===== src/rtl/pmr_pkg.sv =====
// Package: shared state encoding for the retention reset sequencer.
package pmr_pkg;
    typedef enum logic [1:0] {
        ST_IDLE   = 2'd0,
        ST_NOTIFY = 2'd1,
        ST_HOLD   = 2'd2
    } pmr_state_e;
endpackage


===== src/rtl/pmr_retain_flag.sv =====
// Module: pmr_retain_flag
// Holds the software retention flag. Only the power-on reset clears it.
// Assumes: writes are single-cycle strobes synchronous to clk.
module pmr_retain_flag (
    input  logic clk,
    input  logic por_n,
    input  logic wr_en,
    input  logic wr_data,
    output logic flag_q
);
    // Flag register: power-on clears it, a write strobe loads it.
    always_ff @(posedge clk) begin
        if (!por_n)     flag_q <= 1'b0;
        else if (wr_en) flag_q <= wr_data;
    end
endmodule


===== src/rtl/pmr_interval_ctr.sv =====
// Module: pmr_interval_ctr
// Up-counter for the notice and hold intervals. hit is high while the
// count equals last.
// Assumes: the caller clears the counter at the start of every interval.
module pmr_interval_ctr #(
    parameter int CNT_W = 8
) (
    input  logic             clk,
    input  logic             por_n,
    input  logic             clr,
    input  logic [CNT_W-1:0] last,
    output logic             hit
);
    logic [CNT_W-1:0] cnt_q;

    // Count register: clears on request, otherwise advances by one.
    always_ff @(posedge clk) begin
        if (!por_n || clr) cnt_q <= '0;
        else               cnt_q <= cnt_q + 1'b1;
    end

    // Compare against the interval's final count.
    always_comb hit = (cnt_q == last);
endmodule


===== src/rtl/pmr_seq_fsm.sv =====
// Module: pmr_seq_fsm
// Reset sequence controller: idle -> notice (interrupt only) -> hold
// (reset driven). It skips the notice state when retention is off.
// Assumes: DELAY_CYC >= 1 and HOLD_CYC >= 1, and both fit in CNT_W bits.
module pmr_seq_fsm
    import pmr_pkg::*;
#(
    parameter int CNT_W     = 8,
    parameter int DELAY_CYC = 4,
    parameter int HOLD_CYC  = 8
) (
    input  logic             clk,
    input  logic             por_n,
    input  logic             req,
    input  logic             retain,
    input  logic             hit,
    output logic             cnt_clr,
    output logic [CNT_W-1:0] cnt_last,
    output logic             irq_n,
    output logic             sys_rst_n
);
    localparam logic [CNT_W-1:0] DELAY_LAST = CNT_W'(DELAY_CYC - 1);
    localparam logic [CNT_W-1:0] HOLD_LAST  = CNT_W'(HOLD_CYC - 1);

    pmr_state_e state_q, state_d;
    logic       with_irq_q, with_irq_d;

    // Next-state logic: start on a request in idle, advance when an interval ends.
    always_comb begin
        state_d    = state_q;
        with_irq_d = with_irq_q;
        unique case (state_q)
            ST_IDLE: begin
                if (req) begin
                    with_irq_d = retain;
                    state_d    = retain ? ST_NOTIFY : ST_HOLD;
                end
            end
            ST_NOTIFY: if (hit) state_d = ST_HOLD;
            ST_HOLD: begin
                if (hit) begin
                    state_d    = ST_IDLE;
                    with_irq_d = 1'b0;
                end
            end
            default: state_d = ST_IDLE;
        endcase
    end

    // State registers: power-on returns the controller to idle.
    always_ff @(posedge clk) begin
        if (!por_n) begin
            state_q    <= ST_IDLE;
            with_irq_q <= 1'b0;
        end else begin
            state_q    <= state_d;
            with_irq_q <= with_irq_d;
        end
    end

    // Counter control: keep it cleared in idle, restart it at each interval end.
    always_comb begin
        cnt_clr  = (state_q == ST_IDLE) || hit;
        cnt_last = (state_q == ST_NOTIFY) ? DELAY_LAST : HOLD_LAST;
    end

    // Output decode: interrupt through notice and retained hold, reset in hold.
    always_comb begin
        irq_n     = !((state_q == ST_NOTIFY) || ((state_q == ST_HOLD) && with_irq_q));
        sys_rst_n = !(state_q == ST_HOLD);
    end
endmodule


===== src/rtl/pmem_reset_seq.sv =====
// Module: pmem_reset_seq (top)
// Retention flag plus reset sequencer. It derives the cycle counts for the
// 1 ms notice and the 50 ms hold from CLK_HZ.
// Assumes: CLK_HZ >= 1000 and request lines synchronous to clk.
module pmem_reset_seq #(
    parameter int CLK_HZ = 100_000_000,
    parameter int N_SRC  = 3
) (
    input  logic             clk,
    input  logic             por_n,
    input  logic             wr_en,
    input  logic             wr_data,
    input  logic [N_SRC-1:0] rst_req,
    output logic             rd_data,
    output logic             irq_n,
    output logic             sys_rst_n
);
    localparam int DELAY_CYC = CLK_HZ / 1000;
    localparam int HOLD_CYC  = CLK_HZ / 20;
    localparam int CNT_W     = (HOLD_CYC > 1) ? $clog2(HOLD_CYC) : 1;

    logic             any_req;
    logic             cnt_clr;
    logic             cnt_hit;
    logic [CNT_W-1:0] cnt_last;

    // Merge the request sources into one request.
    always_comb any_req = |rst_req;

    pmr_retain_flag u_flag (
        .clk     (clk),
        .por_n   (por_n),
        .wr_en   (wr_en),
        .wr_data (wr_data),
        .flag_q  (rd_data)
    );

    pmr_interval_ctr #(.CNT_W(CNT_W)) u_ctr (
        .clk   (clk),
        .por_n (por_n),
        .clr   (cnt_clr),
        .last  (cnt_last),
        .hit   (cnt_hit)
    );

    pmr_seq_fsm #(
        .CNT_W     (CNT_W),
        .DELAY_CYC (DELAY_CYC),
        .HOLD_CYC  (HOLD_CYC)
    ) u_fsm (
        .clk       (clk),
        .por_n     (por_n),
        .req       (any_req),
        .retain    (rd_data),
        .hit       (cnt_hit),
        .cnt_clr   (cnt_clr),
        .cnt_last  (cnt_last),
        .irq_n     (irq_n),
        .sys_rst_n (sys_rst_n)
    );
endmodule


===== config.mk =====
export PLATFORM = sky130hd
export DESIGN_NAME = pmem_reset_seq
export DESIGN_NICKNAME = d
export VERILOG_FILES = /design/src/rtl/pmr_pkg.sv /design/src/rtl/pmr_retain_flag.sv /design/src/rtl/pmr_interval_ctr.sv /design/src/rtl/pmr_seq_fsm.sv /design/src/rtl/pmem_reset_seq.sv
export SDC_FILE = /design/constraint.sdc
export NUM_CORES = 1
export LEC_CHECK = 0
export BUFFER_PORTS_ARGS = -buffer_cell sky130_fd_sc_hd__buf_2
export CORE_ASPECT_RATIO = 1.4
export CORE_MARGIN = 1
export CORE_UTILIZATION = 45
export CTS_BUF_LIST = sky130_fd_sc_hd__clkbuf_4
export DETAILED_ROUTE_END_ITERATION = 10
export PLACE_DENSITY = 0.72
export SYNTH_ARGS = -nofsm -noshare
export SYNTH_HDL_FRONTEND = slang
export SYNTH_SLANG_ARGS = --single-unit

===== constraint.sdc =====
create_clock -name clk -period 2.25 [get_ports clk]
set_clock_uncertainty 0.05 [all_clocks]
set_input_delay 0.225 -clock clk [delete_from_list [all_inputs] [get_ports clk]]
set_output_delay 0.225 -clock clk [all_outputs]
set_load 0.01 [all_outputs]

-- Word level (Yosys, flattened, before mapping)
Index checks and enable logic that the tools add are counted.
- register bits after elaboration: 27
- input port bits: 7
- $add $sub $neg: 1
- eq/ne operators: 6
- mux-type cells: 9
- reduce and logical (&&, ||, !) cells: 12
- operators by type and width (cell ; number):
    adder 23 x 1 -> 23 bit, second input constant ; 1
    equality test 23 bit ; 1
    2-to-1 mux 23 bit ; 1
    2-to-1 mux 2 bit ; 4
    one-hot mux 2 bit (3 select lines) ; 1
    AND reduction 3 bit ; 2
    inequality test 2 x 1 -> 1 bit, second input constant ; 2
    zero test 1 bit ; 3
    logical OR 1 bit ; 3
    OR reduction 3 bit ; 1
    equality test 2 x 1 -> 1 bit, second input constant ; 1
    equality test 2 bit, second input constant ; 1
    zero test 2 bit ; 1
    2-to-1 mux 1 bit ; 2
    inequality test 2 bit, second input constant ; 1
    one-hot mux 1 bit (2 select lines) ; 1
    nonzero test 2 bit ; 1
    logical AND 1 bit ; 1

-- Longest topological paths before layout
Gate-level depths: netlist (run 1).
- depth after elaboration: 5
- depth in mapped cells: 7

-- Hierarchy
Synthesis (run 1) repeated with hierarchy kept, for this count alone.
- cells, all modules: 196
- area, all modules: 1672.9 um2
- by module, submodules not included (module ; instances ; cells each ; area each (um2) ; seq. area each (um2)):
    pmr_interval_ctr ; 1 ; 147 ; 1285.0 ; 460.4
    pmr_seq_fsm ; 1 ; 45 ; 345.3 ; 60.1
    pmr_retain_flag ; 1 ; 3 ; 36.3 ; 20.0
    pmem_reset_seq ; 1 ; 1 ; 6.3 ; 0.0

-- Least setup slack after synthesis (run 1)
Ideal clock, no wire load.
- path kind: reg-to-reg
- start point: register u_ctr.cnt_q[0]
- end point: register u_ctr.cnt_q[22]
- library setup time: 0.086 ns
- arrival: 1.778 ns
- data required time: 2.114 ns
- path slack: 0.336 ns
- cell stages (with the launch flop): 7
- path buffers: 1
- cell sequence: dfxtp_1 ha_1 and4_2 buf_2 nand3_1 or4_1 a211oi_1
- word-level cells in the longest chain between the ends: 3
- RTL lines (what ; RTL line ; source):
    start, declared ; pmr_interval_ctr.sv:14 ; logic [CNT_W-1:0] cnt_q;
    start signal, assigned ; pmr_interval_ctr.sv:19 ; else cnt_q <= cnt_q + 1'b1;
    parallel branches: the longest is 3 deep, another holds adder 23 x 1 -> 23 bit ; -- ;
Several ways; the timed one is not identified.
A chain may end at the register's enable or synchronous reset.

-- Final worst setup path (run 1)
- start point: register u_ctr.cnt_q[5]
- end point: register u_fsm.state_q[1]
- word-level cells in the longest chain between the ends: 3
- RTL lines (what ; RTL line ; source):
    equality test 23 bit * ; pmr_interval_ctr.sv:23 ; always_comb hit = (cnt_q == last);
    inequality test 2 x 1 -> 1 bit (no line) ; -- ;
    AND reduction 3 bit (no line) * ; -- ;
    end signal, assigned ; pmr_seq_fsm.sv:56 ; state_q <= state_d;
    end, declared ; pmr_seq_fsm.sv:25 ; pmr_state_e state_q, state_d;
Mark *: on every way between the ends. The rest lies on a longest branch, timed or not.

==> metrics.csv, run 1 <==
metric,value,unit
outcome,"finished, final reports clean",
fillCellCount,295,
std_cell_rows,24,
seq_area_frac_synth,0.374,
grt.total_usage,0.184,
fin_crit_sh,0.896,
slew-limit-headroom,0.729,
dp_hpwl,2130,um
multiInputGateArea,791,um2
die_y,69.1,um
initial_utilization,0.468,
cts_buffer_depth,2,
dpl_cell_area,1450,um2
fin_cells,200,
finalHoldViolations,0,
place.gp.congestion,0.801,
synthesis.instances,157,
report.final.slew_viol_count,0,
power_density,513,nW/um2
max_freq,0.496,GHz
route.detailed.drc,0,
final_cell_mix,"dfxtp_1 (27), nor3_1 (16), a211oi_1 (9), buf_2 (9), or4_1 (8)",
cpPeakStageDelay,520,ps
htree_levels,1,
ys_ff_latch,27,
antenna_found_initial,0,
stdcell_area,1490,um2
area_delta_synth_final,2.94,%
grt_max_degree,24,
pre_cts_ws,218,ps
rsz0062_at_grt,false,
insertedDiodeCount,0,
syn_area,1450,um2
place_inst,196,
cp-end-kind,flop,
arrival,2220,ps
drt_first_pass_iters,4,
final_nets,170,
post_cts_buffers,0,
drv_cap,0,
avgSynthCellArea,9.21,um2
yosysUniqueCellTypes,42,
port_buffers,9,
cp_slowest_cell,or4bb_1,
grt_pass1_vias,1168,
ys_warn_count,0,
startpoint_type,flop,
die_area,3450,um2
cp_max_fo,14,
detail-route-antenna-nets,0,
cts_sinks,27,
num_vias,1192,
worstMarginPinSlew,403,ps
drtIter0Drc,18,
cts_made_buffers,3,
cts.clk_slew.worst_paths,130,ps
power,0.764,mW
drt_wl_total,2920,um
syn_nets,165,
fin_crit,2020,ps
drive_gt1_frac,0.143,
cts_hold_buf,0,
crit_type,reg -> reg,
grt_pass1_wl,5070,um
clockRootBuffer,clkbuf_4,
cts_tree,built,
clock_latency,320,ps
worst_slack,235,ps
max-vdd-ir-drop,0.358,mV
via_per_inst,5.96,
globalRouteOverflowTotal,0,
final_common_cell,dfxtp_1,
die_w,49.9,um
regArea,541,um2
final.setup.tns,0,ps
hold_class,in -> reg,
setup_viol,0,
routedWlPerCell,14.6,um
core,3090,um2
leakagePower,0.457,nW
path_cells,or4bb_1 > nor4_1 > o2111a_1 > buf_4 > mux2i_1,
critical_path_required,2450,ps
io_pins,10,
==> timing repair <==
action / CTS / global route
setup endpoints to repair: 0 / 1
hold endpoints to repair: 0 / 0
gates resized for setup: 0 / 1
==> cell families (layout without fill, tap and decap cells) <==
logic type / Yosys count / after routing / synth area share
xor+xnor: 11 / 11 / 0.0666
fa+ha+maj: 1 / 1 / 0.00865
simple gates: 74 / 74 / 0.323
buf+inv: 15 / 19 / 0.0830
mux: 2 / 2 / 0.0138
compound gates: 27 / 27 / 0.131
flops: 27 / 27 / 0.374
==> cell usage after synthesis, drive strengths merged <==
cell | count | area share
nand4 | 5 | 0.022
a21oi | 2 | 0.0069
o21ai | 6 | 0.021
nand2 | 8 | 0.022
o31ai | 6 | 0.031
nor2 | 3 | 0.0078
o22ai | 1 | 0.0043
and4 | 3 | 0.019
nor3b | 2 | 0.010
nor3 | 16 | 0.055
dfxtp | 27 | 0.37
or4 | 10 | 0.057
nand4b | 1 | 0.0061
or4bb | 3 | 0.023
and3 | 1 | 0.0043
nand3 | 7 | 0.028
mux2i | 2 | 0.014
dlygate4sd1 | 1 | 0.0061
a211oi | 10 | 0.055
clkbuf | 4 | 0.017
o211ai | 1 | 0.0052
nand2b | 1 | 0.0043
ha | 1 | 0.0086
nor4 | 2 | 0.0086
and2 | 2 | 0.0086
o2111a | 1 | 0.0078
or3 | 4 | 0.017
nor2b | 3 | 0.013
nand3b | 3 | 0.016
xnor2 | 5 | 0.030
xor2 | 6 | 0.036
inv | 3 | 0.0078
buf | 7 | 0.052
==> final cells by class <==
cell class	instances	share of cell area
tap	39	0.0328
inverter	3	0.00756
clock buffer	4	0.0202
sequential	27	0.363
timing repair buffer	12	0.0454
multi-input combinational	115	0.531
==> metrics by stage <==
| stage | utilization | hold WS [ps] |
|---|---|---|
| 4_1_cts | 0.480 | 129 |
| 2_1_floorplan | - | 303 |
| 3_3_place_gp | 0.470 | 420 |
| 5_1_grt | 0.481 | 141 |
| 3_5_place_dp | 0.470 | 439 |
| 6_report | 0.481 | 134 |
==> metal layers <==
| metal | GRT usage | up-vias | routed length [um] |
|---|---|---|---|
| met5 | 0 | - | 0 |
| li1 | - | 602 | - |
| met1 | 0.202 | 573 | 1230 |
| met4 | 0.0730 | 0 | 38 |
| met3 | 0.0155 | 4 | 42 |
| met2 | 0.347 | 13 | 1610 |
==> state kept, by name, indices dropped and copies added, names as in the netlist <==
name / count
u_fsm.state_q: 2
u_flag.flag_q: 1
u_ctr.cnt_q: 23
u_fsm.with_irq_q: 1
==> path summary, 6_finish.rpt <==
check	start	slack (ps)	cells past startpoint	to
max reg2reg	u_ctr.cnt_q[5]$_SDFF_PP0_	230	5	u_fsm.state_q[1]$_SDFFE_PN0P_
min reg2reg	u_ctr.cnt_q[0]$_SDFF_PP0_	450	1	u_ctr.cnt_q[0]$_SDFF_PP0_
min	wr_data	130	3	u_flag.flag_q$_SDFFE_PN0P_
max	u_ctr.cnt_q[5]$_SDFF_PP0_	230	5	u_fsm.state_q[1]$_SDFFE_PN0P_
==> where the power goes <==
group	switching [mW]	internal [mW]	leakage, nW
clock network	0.135	0.0814	0.0184
logic	0.0284	0.0231	0.220
registers	0.0103	0.486	0.218
==> critical path: cells and delay by family, from the launching register on <==
family	cells	cell delay [ps]
flops	1	510
compound gates	1	240
buf+inv	1	220
simple gates	2	730
mux	1	200
(Power assumes the default switching activity.)
==> run 2, diff against run 1 <==
--- a/config.mk
+++ b/config.mk
@@ -8,3 +8,2 @@
 export BUFFER_PORTS_ARGS = -buffer_cell sky130_fd_sc_hd__buf_2
-export CORE_ASPECT_RATIO = 1.4
 export CORE_MARGIN = 1
@@ -13,2 +12,3 @@
 export DETAILED_ROUTE_END_ITERATION = 10
+export HOLD_SLACK_MARGIN = 0.08
 export PLACE_DENSITY = 0.72
==> constraint.sdc (replaced) <==
create_clock -name clk -period 2.25 [get_ports clk]
set_clock_uncertainty 0.05 [all_clocks]
set_input_delay 0.5625 -clock clk [delete_from_list [all_inputs] [get_ports clk]]
set_output_delay 0.5625 -clock clk [all_outputs]
set_load 0.01 [all_outputs]
==> run 2 against run 1 <==
Compared with the run above: highest routed layer unchanged; clock power decreased by 2%; worst hold slack improved by 320 ps; routed wire length decreased by 6.4%; combinational power decreased by 3%; total power decreased by 0.88%; non-clock buffer count unchanged; via count increased by 0.76%; largest power group unchanged; count of clock-buffer cells in the layout unchanged; global-route usage decreased by 0.81 points.
==> metrics.csv, run 2 (synthesis results as in run 1) <==
metric,value,unit
num_vias,1201,
path_cells,ha_1 > and4_2 > nand3_1 > or4_1 > a211oi_1,
die_y,58.7,um
fin_util,0.488,
top_regs,"u_ctr.cnt_q: 23 flops, u_fsm.state_q: 2 flops",
drtIter0Drc,29,
cts-resized-gates,0,
drt_wl_total,2740,um
critical_path_required,2440,ps
setup.worst_path.start,u_ctr.cnt_q[0]$_SDFF_PP0_,
clock_latency,310,ps
setup_viol,0,
routedWlPerCell,13.3,um
startpoint_type,flop,
cpPeakStageDelay,540,ps
drive_gt1_frac,0.137,
grt_pass1_vias,1095,
fin_crit_sh,0.934,
dp_hpwl,2040,um
max-vdd-ir-drop,0.295,mV
place.gp.congestion,0.797,
power_density,508,nW/um2
fillCellCount,312,
worst_hold_slack,457,ps
fin_crit,2100,ps
globalRouteOverflowTotal,0,
detail-route-antenna-nets,0,
post_cts_buffers,0,
cp-end-kind,flop,
area_delta_synth_final,3.03,%
slew-limit-headroom,0.683,
largest_register_ffs,23,
max_freq,0.476,GHz
cts_made_buffers,3,
final.setup.tns,0,ps
final_cell_mix,"dfxtp_1 (27), nor3_1 (16), a211oi_1 (9), buf_2 (9), or4_1 (8)",
final_nets,170,
grt.total_usage,0.176,
finalHoldViolations,0,
clockRootBuffer,clkbuf_4,
rsz0062_at_grt,false,
initial_utilization,0.474,
ff2ff_path_depth,5,
cts_buffer_depth,2,
hold_class,reg -> reg,
antenna_found_initial,0,
route.detailed.drc,0,
drt_first_pass_iters,4,
report.final.slew_viol_count,0,
drv_cap,0,
cp_slowest_cell,or4_1,
outcome,"finished, final reports clean",
reg2reg_setup_slack,150,ps
std_cell_rows,20,
htree_levels,1,
io_pins,10,
grt_pass1_wl,4660,um
cts_hold_buf,0,
leakagePower,0.457,nW
crit_type,reg -> reg,
cts_tree,built,
timing.rr.end,u_ctr.cnt_q[22]$_SDFF_PP0_,
worstMarginPinSlew,471,ps
cts.clk_slew.worst_paths,130,ps
via_per_inst,5.86,
die_area,3450,um2
top_register,u_ctr.cnt_q,
arrival,2290,ps
final_common_cell,dfxtp_1,
core,3050,um2
cp_max_fo,9,
insertedDiodeCount,0,
grt_max_degree,24,
critPathCapture,u_ctr.cnt_q[22]$_SDFF_PP0_,
timing.rr.start,u_ctr.cnt_q[0]$_SDFF_PP0_,
die_w,58.7,um
cts_sinks,27,
port_buffers,9,
[run 2: cell counts in the layout (fill, tap and decap cells not counted)]
Identical to the previous run, type by type.
[run 2: worst max-delay path, delay by kind of cell, from the launching register on]
family | cells | cell delay [ps]
compound gates | 1 | 230
fa+ha+maj | 1 | 230
flops | 1 | 400
simple gates | 3 | 1110
[run 2: layout make-up]
cell class	count	area [um2]	area share
timing repair buffer	12	67.6	0.0453
sequential	27	541	0.363
clock buffer	4	30.0	0.0202
multi-input combinational	115	786	0.527
tap	44	55.1	0.0369
inverter	3	11.3	0.00756
[run 2: where the power goes]
| part | switching (mW) | leakage, nW | total [mW] | internal [mW] |
|---|---|---|---|---|
| Sequential | 0.0105 | 0.218 | 0.497 | 0.486 |
| Combinational | 0.0269 | 0.220 | 0.0500 | 0.0231 |
| Clock | 0.130 | 0.0184 | 0.211 | 0.0813 |
| Total | 0.167 | 0.457 | 0.758 | 0.591 |
[run 2: metrics by stage]
stage | setup WS, ps | std cells | power (mW) | instance area, um2
final | 149 | 205 | 0.758 | 1490
after CTS | 155 | 205 | 0.767 | 1490
after global placement | 304 | 201 | 0.554 | 1460
after global routing | 44.1 | 205 | 0.791 | 1490
after floorplan | 336 | 157 | 0.541 | 1450
after detailed placement | 166 | 201 | 0.558 | 1460
[run 2: worst min-delay path by stage]
stage          slack [ps]  cells past startpoint                         end                       from
6_report              460                      1   u_ctr.cnt_q[0]$_SDFF_PP0_  u_ctr.cnt_q[0]$_SDFF_PP0_
5_1_grt               470                      1   u_ctr.cnt_q[0]$_SDFF_PP0_  u_ctr.cnt_q[0]$_SDFF_PP0_
4_1_cts               460                      3  u_flag.flag_q$_SDFFE_PN0P_                    wr_data
3_5_place_dp          440                      1   u_ctr.cnt_q[0]$_SDFF_PP0_  u_ctr.cnt_q[0]$_SDFF_PP0_
3_3_place_gp          420                      1   u_ctr.cnt_q[0]$_SDFF_PP0_  u_ctr.cnt_q[0]$_SDFF_PP0_
2_1_floorplan         410                      1   u_ctr.cnt_q[0]$_SDFF_PP0_  u_ctr.cnt_q[0]$_SDFF_PP0_
[run 2: per-layer routing]
| metal | routed length [um] | track usage | share of wire |
|---|---|---|---|
| met5 | 0 | 0 | 0 |
| met2 | 1370 | 0.292 | 0.50 |
| met3 | 67 | 0.0308 | 0.024 |
| met1 | 1270 | 0.221 | 0.46 |
| met4 | 35 | 0.0850 | 0.013 |
